$ cat src/rtl/clk1m_pkg.sv
package clk1m_pkg;

  // output clock source picked by the select pin
  typedef enum logic {
    SRC_FIXED = 1'b0,
    SRC_TRIM  = 1'b1
  } clk_src_e;

  // correction decided at the end of a reference window
  typedef enum logic [1:0] {
    STEP_HOLD = 2'd0,
    STEP_DOWN = 2'd1,
    STEP_UP   = 2'd2
  } step_e;

endpackage

$ cat src/rtl/clk1m_fixed_div.sv
module clk1m_fixed_div #(
  parameter int DIV = 24
) (
  input  logic clk,
  input  logic rst_n,
  input  logic run,
  output logic lvl
);
  localparam int W    = (DIV > 2) ? $clog2(DIV) : 1;
  localparam int HALF = DIV / 2;

  logic [W-1:0] cnt;

  always_ff @(posedge clk or negedge rst_n) begin
    if (!rst_n)                   cnt <= '0;
    else if (!run)                cnt <= '0;
    else if (cnt == W'(DIV - 1))  cnt <= '0;
    else                          cnt <= cnt + 1'b1;
  end

  assign lvl = run && (cnt < W'(HALF));

  AST_FIX_RANGE: assert property (@(posedge clk) disable iff (!rst_n)
    cnt <= W'(DIV - 1));

endmodule

$ cat src/rtl/clk1m_var_div.sv
module clk1m_var_div #(
  parameter int DIV_W = 8
) (
  input  logic             clk,
  input  logic             rst_n,
  input  logic             run,
  input  logic [DIV_W-1:0] ratio,
  output logic             lvl,
  output logic             wrap
);
  logic [DIV_W-1:0] cnt;

  // ">=" lets the count fold back when the ratio shrinks mid-cycle
  assign wrap = run && (cnt >= ratio - 1'b1);
  assign lvl  = run && (cnt < (ratio >> 1));

  always_ff @(posedge clk or negedge rst_n) begin
    if (!rst_n)     cnt <= '0;
    else if (!run)  cnt <= '0;
    else if (wrap)  cnt <= '0;
    else            cnt <= cnt + 1'b1;
  end

  AST_VAR_IDLE: assert property (@(posedge clk) disable iff (!rst_n)
    !run |=> (cnt == '0));

endmodule

$ cat src/rtl/clk1m_trim_ctrl.sv
module clk1m_trim_ctrl
  import clk1m_pkg::*;
#(
  parameter int CNT_W    = 12,
  parameter int DIV_W    = 8,
  parameter int INIT_DIV = 24,
  parameter int MIN_DIV  = 2,
  parameter int MAX_DIV  = 255
) (
  input  logic             clk,
  input  logic             rst_n,
  input  logic             run,
  input  logic             ref_tick,
  input  logic             wrap,
  input  logic [CNT_W-1:0] target,
  output logic [DIV_W-1:0] ratio,
  output logic             err_set
);
  logic             armed;
  logic [CNT_W-1:0] cyc_cnt;
  logic [CNT_W:0]   measured;
  logic             win_end;
  step_e            step;

  assign measured = {1'b0, cyc_cnt} + {{CNT_W{1'b0}}, wrap};
  assign win_end  = run && ref_tick && armed;

  always_comb begin
    if (measured < {1'b0, target})      step = STEP_DOWN;
    else if (measured > {1'b0, target}) step = STEP_UP;
    else                                step = STEP_HOLD;
  end

  assign err_set = win_end && (step == STEP_DOWN);

  always_ff @(posedge clk or negedge rst_n) begin
    if (!rst_n)              armed <= 1'b0;
    else if (!run)           armed <= 1'b0;
    else if (ref_tick)       armed <= 1'b1;
  end

  always_ff @(posedge clk or negedge rst_n) begin
    if (!rst_n)                        cyc_cnt <= '0;
    else if (!run || ref_tick)         cyc_cnt <= '0;
    else if (wrap && (cyc_cnt != '1))  cyc_cnt <= cyc_cnt + 1'b1;
  end

  always_ff @(posedge clk or negedge rst_n) begin
    if (!rst_n)        ratio <= DIV_W'(INIT_DIV);
    else if (!run)     ratio <= DIV_W'(INIT_DIV);
    else if (win_end) begin
      if (step == STEP_DOWN && ratio > DIV_W'(MIN_DIV))    ratio <= ratio - 1'b1;
      else if (step == STEP_UP && ratio < DIV_W'(MAX_DIV)) ratio <= ratio + 1'b1;
    end
  end

  AST_RATIO_QUIET: assert property (@(posedge clk) disable iff (!rst_n)
    (run && !ref_tick) |=> $stable(ratio));
  AST_RATIO_STEP: assert property (@(posedge clk) disable iff (!rst_n)
    run |=> ((ratio == $past(ratio)) || (ratio == $past(ratio) + 1'b1) ||
             (ratio + 1'b1 == $past(ratio))));
  AST_RATIO_FLOOR: assert property (@(posedge clk) disable iff (!rst_n)
    ratio >= DIV_W'(MIN_DIV));
  AST_NO_ERR_UNARMED: assert property (@(posedge clk) disable iff (!rst_n)
    !armed |-> !err_set);

endmodule

$ cat src/rtl/clk1m_trim_gen.sv
module clk1m_trim_gen
  import clk1m_pkg::*;
#(
  parameter int CNT_W     = 12,
  parameter int DIV_W     = 8,
  parameter int FIXED_DIV = 24,
  parameter int INIT_DIV  = 24,
  parameter int MIN_DIV   = 2
) (
  input  logic             clk,
  input  logic             rst_n,
  input  logic             enable,
  input  logic             ref_tick,
  input  logic             sel_trim,
  input  logic [CNT_W-1:0] target,
  input  logic             err_clr,
  output logic             clk_out,
  output logic             out_en,
  output logic             err_flag
);
  localparam int MAX_DIV = (1 << DIV_W) - 1;

  logic             en_q;
  logic             fix_lvl;
  logic             trim_lvl;
  logic             trim_wrap;
  logic [DIV_W-1:0] ratio;
  logic             err_set;
  logic             clk_q;
  logic             err_q;
  logic             mux_lvl;
  clk_src_e         src;

  always_ff @(posedge clk or negedge rst_n) begin
    if (!rst_n) en_q <= 1'b0;
    else        en_q <= enable;
  end

  clk1m_fixed_div #(.DIV(FIXED_DIV)) u_fixed (
    .clk   (clk),
    .rst_n (rst_n),
    .run   (en_q),
    .lvl   (fix_lvl)
  );

  clk1m_var_div #(.DIV_W(DIV_W)) u_var (
    .clk   (clk),
    .rst_n (rst_n),
    .run   (en_q),
    .ratio (ratio),
    .lvl   (trim_lvl),
    .wrap  (trim_wrap)
  );

  clk1m_trim_ctrl #(
    .CNT_W    (CNT_W),
    .DIV_W    (DIV_W),
    .INIT_DIV (INIT_DIV),
    .MIN_DIV  (MIN_DIV),
    .MAX_DIV  (MAX_DIV)
  ) u_ctrl (
    .clk      (clk),
    .rst_n    (rst_n),
    .run      (en_q),
    .ref_tick (ref_tick),
    .wrap     (trim_wrap),
    .target   (target),
    .ratio    (ratio),
    .err_set  (err_set)
  );

  assign src     = clk_src_e'(sel_trim);
  assign mux_lvl = (src == SRC_TRIM) ? trim_lvl : fix_lvl;

  // registered so the output edge never carries mux or compare glitches
  always_ff @(posedge clk or negedge rst_n) begin
    if (!rst_n) clk_q <= 1'b0;
    else        clk_q <= en_q && mux_lvl;
  end

  always_ff @(posedge clk or negedge rst_n) begin
    if (!rst_n)       err_q <= 1'b0;
    else if (err_set) err_q <= 1'b1;
    else if (err_clr) err_q <= 1'b0;
  end

  assign clk_out  = clk_q;
  assign out_en   = en_q;
  assign err_flag = err_q;

  AST_OFF_LOW: assert property (@(posedge clk) disable iff (!rst_n)
    !out_en |=> !clk_out);
  AST_ERR_HOLD: assert property (@(posedge clk) disable iff (!rst_n)
    (err_flag && !err_clr) |=> err_flag);
  AST_ERR_CLEAR: assert property (@(posedge clk) disable iff (!rst_n)
    (err_clr && !ref_tick) |=> !err_flag);
  AST_TICK_IDLE: assert property (@(posedge clk) disable iff (!rst_n)
    (!out_en && !err_flag) |=> !err_flag);

endmodule

$ cat config.mk
export PLATFORM = sky130hd
export DESIGN_NAME = clk1m_trim_gen
export DESIGN_NICKNAME = d
export VERILOG_FILES = /design/src/rtl/clk1m_pkg.sv /design/src/rtl/clk1m_fixed_div.sv /design/src/rtl/clk1m_var_div.sv /design/src/rtl/clk1m_trim_ctrl.sv /design/src/rtl/clk1m_trim_gen.sv
export SDC_FILE = /design/constraint.sdc
export NUM_CORES = 1
export LEC_CHECK = 0
export BUFFER_PORTS_ARGS = -buffer_cell sky130_fd_sc_hd__clkbuf_2
export CAP_MARGIN = 10
export CORE_MARGIN = 3
export CORE_UTILIZATION = 40
export DETAILED_ROUTE_END_ITERATION = 6
export MAX_ROUTING_LAYER = met4
export PLACE_DENSITY = 0.62
export SYNTH_ARGS = -nofsm -noshare
export SYNTH_HDL_FRONTEND = slang
export SYNTH_SLANG_ARGS = --single-unit
$ cat constraint.sdc
create_clock -name clk -period 7.21 [get_ports clk]
set_input_delay 1.0815 -clock clk [delete_from_list [all_inputs] [get_ports clk]]
set_output_delay 1.0815 -clock clk [all_outputs]
set_load 0.02 [all_outputs]
==> results of run 1 <==
==> through the flow <==
step	setup slack (ns)	instances	instance area, sq um	power, mW	util (%)
final	1.02	432	3180	0.487	46.3
after global routing	0.483	432	3180	0.509	46.3
after CTS	1.04	432	3180	0.494	46.3
after detailed placement	1.05	424	3040	0.271	44.3
after global placement	1.19	424	3040	0.270	44.3
after floorplan	2.02	318	2860	0.253	-
==> cells in the mapped netlist (4+ instances only) <==
master	number
or4_1	5
and3_1	8
nand2_1	21
nand3_1	17
a211oi_1	6
nor3b_1	4
xor2_1	8
nor2b_1	4
dfrtp_1	35
a21oi_1	17
nand4_1	7
nor3_1	5
a21o_1	7
clkbuf_1	9
mux2i_1	4
and2_1	4
inv_1	23
o31ai_1	7
nor2_1	19
xnor2_1	16
nand2b_1	5
ha_1	34
or3_1	6
o21ai_0	10
o21a_1	6
==> kinds of logic (layout without fill, tap and decap cells) <==
kind of cell,Yosys count,in the layout,share of synthesized area (%)
buffers and inverters,34,52,4.55
adder cells (fa/ha/maj),34,34,14.9
AND/OR/NAND/NOR,118,118,22.9
AO/OA/AOI/OAI,67,67,16.5
flip-flops,37,37,32.5
XOR/XNOR,24,24,7.36
multiplexers,4,4,1.40
==> power by group <==
part           switching [mW]  internal, mW
clock network          0.0806         0.139
logic                  0.0278        0.0199
registers             0.00588         0.213
==> critical path: stages (launching register included) <==
cell       delay, ns
dfrtp_1         0.41
inv_1           0.16
ha_1            0.23
nand2_1         0.08
nor4_1          0.23
xnor2_1         0.19
ha_1            0.28
a21o_1          0.18
a21oi_1         0.13
o21a_1          0.58
nor2b_1         0.11
ha_1            0.24
ha_1            0.22
nand3_2         0.12
or2_2           0.15
nor2_1          0.05
xor2_1          0.14
ha_1            0.31
a21o_1          0.20
a2111oi_2       0.65
nand3_1         0.58
o21ba_1         0.44
or3_1           0.37
nand3_1         0.08
==> worst min path at each step <==
stage / depth (start not counted) / end / slack [ns] / startpoint
final: 1 / u_fixed.cnt[0] / 0.47 / u_fixed.cnt[0]
after global routing: 1 / u_fixed.cnt[0] / 0.52 / u_fixed.cnt[0]
after CTS: 1 / u_fixed.cnt[0] / 0.47 / u_fixed.cnt[0]
after detailed placement: 1 / u_fixed.cnt[0] / 0.46 / u_fixed.cnt[0]
after global placement: 1 / u_fixed.cnt[0] / 0.46 / u_fixed.cnt[0]
after floorplan: 1 / u_fixed.cnt[0] / 0.44 / u_fixed.cnt[0]
==> cell type report <==
type / count / area (sq um) / share of cell area, %
sequential: 37 / 928 / 29.2
tap: 96 / 120 / 3.78
clock buffer: 5 / 68.8 / 2.16
inverter: 23 / 86.3 / 2.72
timing repair buffer: 21 / 108 / 3.38
clock inverter: 3 / 68.8 / 2.16
multi-input combinational: 247 / 1800 / 56.6
==> placed cells by master (no fill, tap or decap), drive strengths merged, types with 7 or more instances in the layout <==
| cell type | instances |
|---|---|
| a21o | 7 |
| a21oi | 17 |
| and3 | 8 |
| clkbuf | 25 |
| dfrtp | 35 |
| ha | 34 |
| inv | 24 |
| nand2 | 22 |
| nand3 | 18 |
| nand4 | 8 |
| nor2 | 19 |
| o21ai | 10 |
| o31ai | 7 |
| xnor2 | 16 |
| xor2 | 8 |
==> registers in the layout (all words and copies together) (netlist names) <==
signal / count
u_fixed.cnt: 5
out_en: 1
err_flag: 1
u_ctrl.cyc_cnt: 12
u_ctrl.armed: 1
u_var.cnt: 8
clk_out: 1
u_ctrl.ratio: 8
==> layer usage <==
layer	part of all wire (%)	wire length, microns	track usage, %
met5	0	0	-
met2	42	2520	22.4
met4	3.1	185	7.14
met1	51	3050	22.0
met3	4.3	258	2.42
==> metrics list, run 1 <==
- Number of distinct library cell variants in the gate-level netlist after synthesis: between 40 and 50
- The detail route stage leaves a number of antenna-violating nets equal to 0.
* Setup Skew: ~0.017 ns
* Global route overflow: 0
- Max-capacitance violation count: 0
* Total negative slack for setup checks: 0 ns
- Routability-driven placement finished with a final weighted congestion of around 0.86.
- Synthesized netlist net count: 370
* Class of the worst hold path: flip-flop to flip-flop
- In this run the vertical extent of the chip is just over 90 microns.
* Wire length after detailed routing: 6020 microns
- Total of cells resized after clock tree synthesis: 0
- Drc violations: 0
- Largest net degree at the start of global routing: 38
* Length in cells of the worst reg-to-reg path: 23
- Post-DP HPWL: between 4000 and 5000 microns
- Routed wire length per instance: about 14 microns
- Synthesized area divided by synthesized cell count: ~9 sq um
- Leak pwr: ~1.5 nW
- The final route contains around 2.4k vias.
- Flop2flop setup slack: approximately 1.0 ns
- Commonest register cell after synthesis: dfrtp_1
* Number of sinks driven by the clock tree: 37
* Hold slack final: approximately 0.47 ns
* Result of the run: complete, no violations
- Critical path endpoint: u_ctrl.ratio[3]
* Share of layout cells above drive strength 1: a little under an eighth
* Post-synth EDFFs: 0
* Crit Path Category: flip-flop to flip-flop
- Measured along the x axis, the die boundary spans ~90 microns.
* Headroom to the max-slew limit: a little under two fifths
* Io pins: 21
- Mapped Cells: 318
- In this run the post-CTS setup repair buffer count came out at 0.
- Max-slew violation count: 0
- The net count of the finished layout is ~390.
* Clock period minus worst slack: approximately 6.2 ns
* 1st-iter DRT viols: 110
* Yosys reg bits: 37
- The floorplan has 30 rows.
- The Yosys step of the flow raised 0 warnings.
- The final-report hold violation count is 0.
- Number of global-route vias before repair: between 2k and 2.5k
- Slew of the pin with the lowest slew margin: approximately 0.94 ns
- Synth-to-Final Area Change: 11.3%
- The largest total area in the synthesized netlist belongs to dfrtp_1.
- Power spread over the standard cell area amounts to around 150 nW/um^2.
* Clock latency reported for the late side of the worst-skew pair: 0.29 ns
- Of all nets on the critical path, the largest fanout is 26.
- Start point of the critical path: u_ctrl.ratio[0]
- STA classifies the critical path endpoint as a flip-flop.
- Cell area after synthesis: roughly 2900 sq um
- Cell chosen for the clock root: clkbuf_8
* Area fraction of the dominant cell type after synthesis: about 31%
* Filler cells: roughly 680
- In the post-synthesis netlist, the biggest area contributors are dfrtp_1, ha_1, xnor2_1.
- Data on the critical path arrives at its endpoint at roughly 6.4 ns.
* Core Footprint: approximately 6900 sq um
- The endpoint identified for the worst register-to-register timing path is u_ctrl.ratio[3].
* Global Route Usage Sum: between 10% and 20%
- The first global-routing pass estimated slightly above 10,000 microns of wire.
- Tcrit/Tclk final: 85.9%
* Launch instance of the worst register-to-register path: u_ctrl.ratio[0]
- Hold repair after CTS inserted 0 buffers.
- Derived from the worst setup path, the maximum achievable clock frequency is roughly 0.16 GHz.
* FFs w/ async S/R, synth: 100%
- VDD sags by at most ~0.09 mV.
* TritonCTS clock tree: yes
* Pre-antenna DRT Iters: 4
- Using the TritonRoute via totals, the vias-per-cell ratio works out to 5.50.
- Setup repair after global routing left no endpoint under its margin.
- The number of antenna violations at the first check in global routing is 0.
- STA classifies the critical path startpoint as a flip-flop.
* Endpoints failing setup: 0
- TritonCTS buffer count: 5
- CP Data Required Time: roughly 7.5 ns
- Sequential-to-total area share from yosys stat: 32.5%
- Clock-pin slew was measured on the worst setup and hold paths at 0.09 ns.
- The floorplan step defined a die boundary enclosing 8190 sq um.
- The initial utilization of the core area, before any placement, comes to a little over two fifths.
* H-tree levels: 2
* Count of buffers from port buffering: 20
* Deepest clock path buffer count: 2
* Diode count: 0
(Power assumes the default switching activity.)
==> run 2, diff against run 1 <==
CELL_PAD_IN_SITES_DETAIL_PLACEMENT = 1   (was not set)
CELL_PAD_IN_SITES_GLOBAL_PLACEMENT = 1   (was not set)
PLACE_DENSITY = 0.75   (was 0.62)
==> run 2 against run 1 <==
  * Clock-buffer cell count unchanged
  * Clock skew down 0.0078 ns
  * Largest power group is now sequential cells
  * Largest cell class unchanged
  * First-iteration DRC count rose by 3.6%
  * Critical endpoint unchanged
  * Global-route usage grew 2.7 points
==> metrics list, run 2 (synthesis gave the netlist of run 1 again) <==
- Deepest clock path buffer count: 2 (unchanged)
* RSZ-0062 raised after global routing: false
- Average via count per standard cell: 5.61 (+2.1%)
- The total routing resource utilization after global routing was 18.4% (+2.7 points).
* Wire length after detailed routing: 6920 microns (+15%)
* Total negative slack for setup checks: 0 ns (unchanged)
* Leading cell type in the layout, fill and taps excluded: dfrtp_1
- Achievable frequency: 0.153 GHz (-5.5%)
- The routed wirelength normalized by instance count came to 16.1 microns (+15%).
* Cell chosen for the clock root: clkbuf_8
- The filler-free cell count of the finished design is 431 (-0.23%).
- Dpl cell area: 3030 sq um (-0.25%)
* Die width: 90.5 microns (unchanged)
- Maximum fanout along the worst path: 26 (unchanged)
- Synth-to-Final Area Change: 10.9%
- The core outline area is 6870 sq um (unchanged).
- Wire length of the first global-routing pass: 12,200 microns (+18%)
* H-tree levels: 2 (unchanged)
* Worst setup EP type: flip-flop
* Tcrit/Tclk final: 90.9% (+5.0 points)
- The number of clock sinks came to 37 (unchanged).
- Die Footprint: 8190 sq um (unchanged)
* Routability Congestion: 0.881 (+2.0%)
- The final setup violation count is 0 (unchanged).
- The total non-filler cell area in the finished layout was 3170 sq um (-0.35%).
- The vias after detailed routing came to 2,419 (+1.9%).
- The first-pass detailed-route iteration total is 4 (unchanged).
- Number of rows in the core area: 30 (unchanged)
- Hold-fix buffer count after cts: 0 (unchanged)
- The worst setup path is launched from a flip-flop.
* Filler cells: 815 (+20%)
* Setup Buffers After CTS: 0 (unchanged)
- Launch instance of the worst register-to-register path: u_ctrl.ratio[0]
- Largest net degree at the start of global routing: 38 (unchanged)
- Counting flops per register, the top entry is u_ctrl.cyc_cnt.
- Start point of the critical path: u_ctrl.ratio[0]
- The max-cap check violation count is 0 (unchanged).
- Count of endpoints failing hold in the final timing report: 0 (unchanged)
- The time the final worst path needs with I/O delays and setup is 6.56 ns (+0.364 ns).
* Leak pwr: 1.53 nW (-0.35%)
- The setup path with the least slack is of type flip-flop to flip-flop.
- Io pins: 21 (unchanged)
* Post-layout total power: 0.489 mW (+0.47%)
- The count of routing violations after the opening detailed-route iteration was 114 (+3.6%).
- Number of global-route vias before repair: 2,494 (+13%)
* Most frequent cells in the layout: dfrtp_1, ha_1, inv_1
- The detailed-route DRC error count is 0 (unchanged).
* Clock latency reported for the late side of the worst-skew pair: 0.30 ns (about the same)
- TritonCTS clock tree: yes
- Worst hold start: u_fixed.cnt[0]
* Largest registers: u_ctrl.cyc_cnt (12), u_ctrl.ratio (8), u_var.cnt (8)
* CP Data Required Time: 7.44 ns (about the same)
* Setup Skew: 0.00877 ns (-0.00776 ns)
- The share of final-layout standard cells stronger than drive strength 1 came to 11.3% (-0.26 points).
* Initial core utilization: 41.6% (unchanged)
- The run finished with clean final reports.
* Diode count: 0 (unchanged)
- Power density over the cells: 154 nW/um^2 (+0.82%)
* Count of buffers from port buffering: 20 (unchanged)
- Total of cells resized after clock tree synthesis: 0 (unchanged)
- Max IR drop VDD: 0.121 mV (+33%)
* Clock slew at the register clock pins of the worst setup and hold paths: 0.08 ns (about the same)
- Class of the worst hold path: flip-flop to flip-flop
- Post-DP HPWL: 5180 microns (+13%)
- TritonCTS buffer count: 5 (unchanged)
- The worst path arrival time came to 6.79 ns (+0.36 ns).
- DRT antenna net count: 0 (unchanged)
* Headroom to the max-slew limit: 34.8% (-2.7 points)
- The placed instance count is 423 (-0.24%).
* DIE HEIGHT: 90.5 microns (unchanged)
- The slew at the pin closest to its max-slew limit was 0.979 ns (+0.0409 ns).
- Initial antenna violation count: 0 (unchanged)
- The residual overflow from global routing was 0 (unchanged).
- Flop2flop setup slack: 0.65 ns (-0.36 ns)
* Max reg flops: 12 (unchanged)
- Nets@finish: 386 (-0.26%)
- Max-slew violation count: 0 (unchanged)
* Final Core Density: 46.1% (-0.16 points)
run 2: area by class of cell:
type                            count  area (sq um)  area share (%)
Multi-Input combinational cell    247          1800            56.8
Sequential cell                    37           928            29.3
Tap cell                           96           120            3.79
Timing Repair Buffer               20           100            3.16
Inverter                           23          86.3            2.73
Clock buffer                        5          68.8            2.17
Clock inverter                      3          65.1            2.05
run 2: path summary, 6_finish.rpt:
kind,depth (start not counted),end
min,1,u_fixed.cnt[0]
min reg2reg,1,u_fixed.cnt[0]
max,23,u_ctrl.ratio[3]
max reg2reg,23,u_ctrl.ratio[3]
max in group asynchronous,1,u_var.cnt[6]
min in group asynchronous,1,u_ctrl.ratio[1]
run 2: where the power goes:
group	switching (mW)	internal (mW)	total (mW)
clock	0.0826	0.138	0.220
sequential	0.00825	0.213	0.221
combinational	0.0277	0.0198	0.0475
run 2: layer usage:
layer | track usage [%] | vias to the layer above | wire, microns
li1 | - | 1173 | -
met1 | 25.4 | 1202 | 3470
met2 | 28.1 | 38 | 3150
met3 | 3.17 | 6 | 227
met4 | 4.72 | 0 | 79
met5 | - | - | 0
run 2: worst max-delay path: stages, from the launching register on:
cell	delay [ns]
dfrtp_1	0.45
inv_1	0.17
ha_1	0.26
nand2_1	0.11
nor4_1	0.28
xnor2_1	0.25
ha_1	0.32
a21o_1	0.19
a21oi_1	0.15
o21a_1	0.61
nor2b_1	0.11
ha_1	0.24
ha_1	0.23
nand3_2	0.13
or2_2	0.15
nor2_1	0.06
xor2_1	0.14
ha_1	0.31
a21o_1	0.19
a2111oi_2	0.59
nand3_1	0.62
o21ba_1	0.47
or3_1	0.37
nand3_1	0.09
run 2: per-stage QoR:
stage | setup WS [ns] | hold slack (ns)
after floorplan | 2.02 | 0.439
after global placement | 1.03 | 0.454
after detailed placement | 0.822 | 0.460
after CTS | 0.701 | 0.470
after global routing | 0.121 | 0.477
final | 0.653 | 0.466
